[src/rtl/mapper_pkg.sv]
package mapper_pkg;

    localparam int DATA_W = 8;

    // Reset image of page register p for a map of n pages: reversed order
    function automatic int unsigned page_reset_value(input int unsigned p,
                                                     input int unsigned n);
        return n - 1 - p;
    endfunction

endpackage

[src/rtl/mapper_page_regs.sv]
module mapper_page_regs #(
    parameter int PAGES     = 4,
    parameter int PAGE_BITS = 5,
    localparam int IDX_W    = $clog2(PAGES)
) (
    input  logic                  clk,
    input  logic                  rst_n,
    input  logic                  wr_en,
    input  logic [IDX_W-1:0]      wr_idx,
    input  logic [PAGE_BITS-1:0]  wr_val,
    input  logic [IDX_W-1:0]      rd_idx,
    output logic [PAGE_BITS-1:0]  rd_val,
    input  logic [IDX_W-1:0]      map_idx,
    output logic [PAGE_BITS-1:0]  map_val
);
    import mapper_pkg::*;

    logic [PAGE_BITS-1:0] page_q [PAGES];

    for (genvar p = 0; p < PAGES; p++) begin : g_page
        localparam logic [PAGE_BITS-1:0] RST_VAL =
            PAGE_BITS'(page_reset_value(p, PAGES));
        always_ff @(posedge clk) begin
            if (!rst_n)
                page_q[p] <= RST_VAL;
            else if (wr_en && wr_idx == IDX_W'(p))
                page_q[p] <= wr_val;
        end
    end

    always_comb begin
        rd_val  = page_q[rd_idx];
        map_val = page_q[map_idx];
    end

endmodule

[src/rtl/mapper_port_if.sv]
module mapper_port_if #(
    parameter int              PAGES     = 4,
    parameter int              PAGE_BITS = 5,
    parameter logic [7:0]      PORT_BASE = 8'hFC,
    localparam int             IDX_W     = $clog2(PAGES),
    localparam int             FILL_W    = mapper_pkg::DATA_W - PAGE_BITS
) (
    input  logic [7:0]            io_addr,
    input  logic                  io_wr,
    input  logic                  io_rd,
    input  logic [7:0]            io_wdata,
    output logic                  wr_en,
    output logic [IDX_W-1:0]      idx,
    output logic [PAGE_BITS-1:0]  wr_val,
    input  logic [PAGE_BITS-1:0]  rd_val,
    output logic [7:0]            io_rdata,
    output logic                  io_rdata_oe
);
    logic hit;
    logic unused_fill;

    // Port block is aligned: top bits match base, low bits pick the page
    assign hit    = (io_addr[7:IDX_W] == PORT_BASE[7:IDX_W]);
    assign idx    = io_addr[IDX_W-1:0];
    assign wr_en  = hit && io_wr && !io_rd;
    assign wr_val = io_wdata[PAGE_BITS-1:0];
    assign unused_fill = ^io_wdata[7:PAGE_BITS];

    always_comb begin
        if (hit && io_rd) begin
            io_rdata_oe = 1'b1;
            io_rdata    = {{FILL_W{1'b1}}, rd_val};
        end else begin
            io_rdata_oe = 1'b0;
            io_rdata    = '0;
        end
    end

endmodule

[src/rtl/mapper_bank_dec.sv]
module mapper_bank_dec #(
    parameter int  SEL_W = 3,
    localparam int BANKS = 1 << SEL_W
) (
    input  logic             cas_n,
    input  logic [SEL_W-1:0] sel,
    output logic [BANKS-1:0] bank_cas_n
);
    for (genvar b = 0; b < BANKS; b++) begin : g_bank
        assign bank_cas_n[b] = !(!cas_n && sel == SEL_W'(b));
    end

endmodule

[src/rtl/page_mapper_top.sv]
module page_mapper_top #(
    parameter int         PAGES     = 4,
    parameter int         PAGE_BITS = 5,
    parameter int         SEL_W     = 3,
    parameter logic [7:0] PORT_BASE = 8'hFC,
    localparam int        IDX_W     = $clog2(PAGES),
    localparam int        BANKS     = 1 << SEL_W
) (
    input  logic                 clk,
    input  logic                 rst_n,
    input  logic [7:0]           io_addr,
    input  logic                 io_wr,
    input  logic                 io_rd,
    input  logic [7:0]           io_wdata,
    output logic [7:0]           io_rdata,
    output logic                 io_rdata_oe,
    input  logic [IDX_W-1:0]     cpu_page,
    input  logic                 cas_n,
    output logic [PAGE_BITS-1:0] mem_xaddr,
    output logic [BANKS-1:0]     bank_cas_n
);
    logic                 wr_en;
    logic [IDX_W-1:0]     port_idx;
    logic [PAGE_BITS-1:0] wr_val;
    logic [PAGE_BITS-1:0] rd_val;

    mapper_port_if #(.PAGES(PAGES), .PAGE_BITS(PAGE_BITS), .PORT_BASE(PORT_BASE)) u_port (
        .io_addr(io_addr), .io_wr(io_wr), .io_rd(io_rd), .io_wdata(io_wdata),
        .wr_en(wr_en), .idx(port_idx), .wr_val(wr_val), .rd_val(rd_val),
        .io_rdata(io_rdata), .io_rdata_oe(io_rdata_oe)
    );

    mapper_page_regs #(.PAGES(PAGES), .PAGE_BITS(PAGE_BITS)) u_regs (
        .clk(clk), .rst_n(rst_n), .wr_en(wr_en), .wr_idx(port_idx),
        .wr_val(wr_val), .rd_idx(port_idx), .rd_val(rd_val),
        .map_idx(cpu_page), .map_val(mem_xaddr)
    );

    mapper_bank_dec #(.SEL_W(SEL_W)) u_dec (
        .cas_n(cas_n),
        .sel(mem_xaddr[PAGE_BITS-1 -: SEL_W]),
        .bank_cas_n(bank_cas_n)
    );

endmodule

[config.mk]
export PLATFORM = sky130hd
export DESIGN_NAME = page_mapper_top
export DESIGN_NICKNAME = d
export VERILOG_FILES = /design/src/rtl/mapper_pkg.sv /design/src/rtl/mapper_page_regs.sv /design/src/rtl/mapper_port_if.sv /design/src/rtl/mapper_bank_dec.sv /design/src/rtl/page_mapper_top.sv
export SDC_FILE = /design/constraint.sdc
export NUM_CORES = 1
export LEC_CHECK = 0
export BUFFER_PORTS_ARGS = -buffer_cell sky130_fd_sc_hd__clkbuf_2
export CORE_MARGIN = 5
export CORE_UTILIZATION = 53
export CTS_BUF_LIST = sky130_fd_sc_hd__clkbuf_16
export CTS_CLUSTER_DIAMETER = 30
export DETAILED_ROUTE_END_ITERATION = 6
export MAX_ROUTING_LAYER = met4
export PLACE_DENSITY = 0.84
export SYNTH_ARGS = -nofsm -noshare
export SYNTH_HDL_FRONTEND = slang
export SYNTH_HIERARCHICAL = 1
export SYNTH_SLANG_ARGS = --single-unit
[constraint.sdc]
create_clock -name clk -period 2.79 [get_ports clk]
set_input_delay 0.558 -clock clk [delete_from_list [all_inputs] [get_ports clk]]
set_output_delay 0.558 -clock clk [all_outputs]
set_load 0.01 [all_outputs]
==> results.txt <==
Nets: 158
Status: finished, final reports clean
Area delta synth->final: 21.4%
Period utilization: 94.4%
Max-Slew Margin vs Limit: 72.6%
Post-Route WL: 2.72 mm
Register area share after synthesis: 45.8%
Commonest cells after routing, fill and taps aside: clkbuf_2 (41), edfxtp_1 (20), and2_1 (16)
Number of global-route vias before repair: 941
Maximum VDD drop: 456 uV
Worst-path maximum fanout: 9
Largest net degree at the start of global routing: 13
Max clock buf depth: 2
Power density over cell area: 538 nW/um2
Maximum clock rate: 0.380 GHz
Worst Path Class, Setup: input pin to output port
Root Driver: clkbuf_16
FP Rows: 18
Synth Warn #: 6
#FFs+latches synth: 20
First-pass GRT wire length: 4.35 mm
Max reg flops: 20
Clk sinks: 20
Top reg by flops: u_regs/page_q
Total of max-cap violations: 0
Total negative slack: 0 ns
Initial antenna violation count: 0
Chip height: 59.7 um
N_diodes: 0
Pre-CTS WS: 0.154 ns
Layout cells sized above 1: 47.0%
Distinct cells, synth: 21
Critical Path RT: 2.23 ns
Hold crit path type: input pin to flip-flop
Vias post-DR: 926
CP endpoint kind: output port
Final setup margin: 0.157 ns
Hold buffers post-CTS: 0
LEAKAGE: 0.632 nW
Pre-Repair DR Iteration Count: 4
Final Max Slew Viols: 0
IO buf count: 41
Core ar.: 2430 um2
H-tree level count: 1
Via density: 5.65
Starting density of the core: 53.9%
Syn_nets: 120
Tot GR Track Use: 17.1%
WP data arrival: 2.08 ns
CP Launch Type: input pin
DP HPWL: 2.17 mm
Hold path endpoint: u_regs/page_q[1][1]
Cell Area, Synth: 1310 um2
# resized after CTS: 0
Final Power: 857 uW
Cts bufs inserted: 3
Regs by FF count: u_regs/page_q: 20 flops
Starting DRT DRC Count: 61
Share of the synthesized area in the top cell type: 45.8%
Post-CTS Setup Repair Bufs: 0
Worst Hold Launch: io_wdata[1]
Placed Area: 1490 um2
CTS clock-pin slew for the worst setup and hold paths: 0.06 ns
Synth area leaders: edfxtp_1 (46%), mux4_2 (17%), and2_1 (7.6%)
GPL Wtd Cong: 0.692
Setup violators final: 0
CTS tree: built
Hold Path Stages: 2
Yosys top cell by area: edfxtp_1
Post-route ant nets: 0
Min Tclk post-route: 2.63 ns
DR WL/cell: 16.6 um
RSZ-0062 raised after global routing: false
Top-level I/O count: 45
Actual slew at the worst max-slew pin: 0.408 ns
Fin. Hold Viols: 0
Die footprint: 3570 um2
Most common cell after layout, fill and taps aside: clkbuf_2
Total grt overflow: 0
Die X-Extent: 59.7 um
Drt drc: 0
Post-Syn Instances: 97
Mean post-synth cell area: 13.5 um2
Finished Cell Area: 1590 um2
through the flow:
stage / hold slack [ns] / util (%) / cells
6_report: 0.595 / 65.4 / 164
5_1_grt: 0.615 / 65.4 / 164
4_1_cts: 0.603 / 65.4 / 164
3_5_place_dp: 0.869 / 61.1 / 160
3_3_place_gp: 0.863 / 61.1 / 160
2_1_floorplan: 0.831 / - / 97
how the worst max path moves through the flow:
| stage | startpoint | to |
|---|---|---|
| after detailed placement | cpu_page[0] | bank_cas_n[0] |
| final | cpu_page[0] | bank_cas_n[0] |
| after floorplan | cpu_page[0] | bank_cas_n[1] |
| after CTS | cpu_page[0] | bank_cas_n[0] |
| after global placement | cpu_page[0] | bank_cas_n[0] |
| after global routing | cpu_page[0] | bank_cas_n[0] |
cell type report:
type | count | area (um2)
fill | 177 | 841
sequential | 20 | 601
multi-input combinational | 60 | 594
timing repair buffer | 45 | 235
clock buffer | 3 | 75.1
tap | 30 | 37.5
clock inverter | 1 | 30.0
inverter | 5 | 18.8
kinds of logic after synthesis:
logic type             count (synthesis)  share of synthesized area, %
and+or+nand+nor                       46                          26.6
muxes                                 10                          17.2
buffers and inverters                 17                          8.87
AOI/OAI and AO/OA                      4                          1.53
DFF                                   20                          45.8
per-layer routing:
layer / GRT usage (%) / routed length, um
met1: 18.9 / 1010
met2: 29.9 / 1390
met3: 2.59 / 264
met4: 7.91 / 55
met5: - / 0
report_power, final:
part | total, mW | switching [mW] | internal [mW]
Combinational | 0.111 | 0.0565 | 0.0548
Sequential | 0.354 | 0.00851 | 0.346
Clock | 0.391 | 0.107 | 0.285
worst max-delay path: stages:
cell and delay [ns]:
clkbuf_2 0.19, mux4_2 0.61, or4_1 0.56, clkbuf_2 0.15
synthesized netlist by cell type:
library cell / n
buf_6: 2
nand4_4: 1
nor2_1: 1
or4b_1: 3
nor3_1: 5
and4bb_2: 1
nand4b_1: 1
and4b_1: 2
or4_1: 1
and4_1: 1
mux4_2: 10
and2_1: 16
nand3_2: 1
edfxtp_1: 20
o21ai_0: 4
buf_4: 10
inv_1: 5
nand2b_1: 5
nand2_1: 4
nor4_4: 1
nand4bb_1: 3
(Power assumes the default switching activity.)
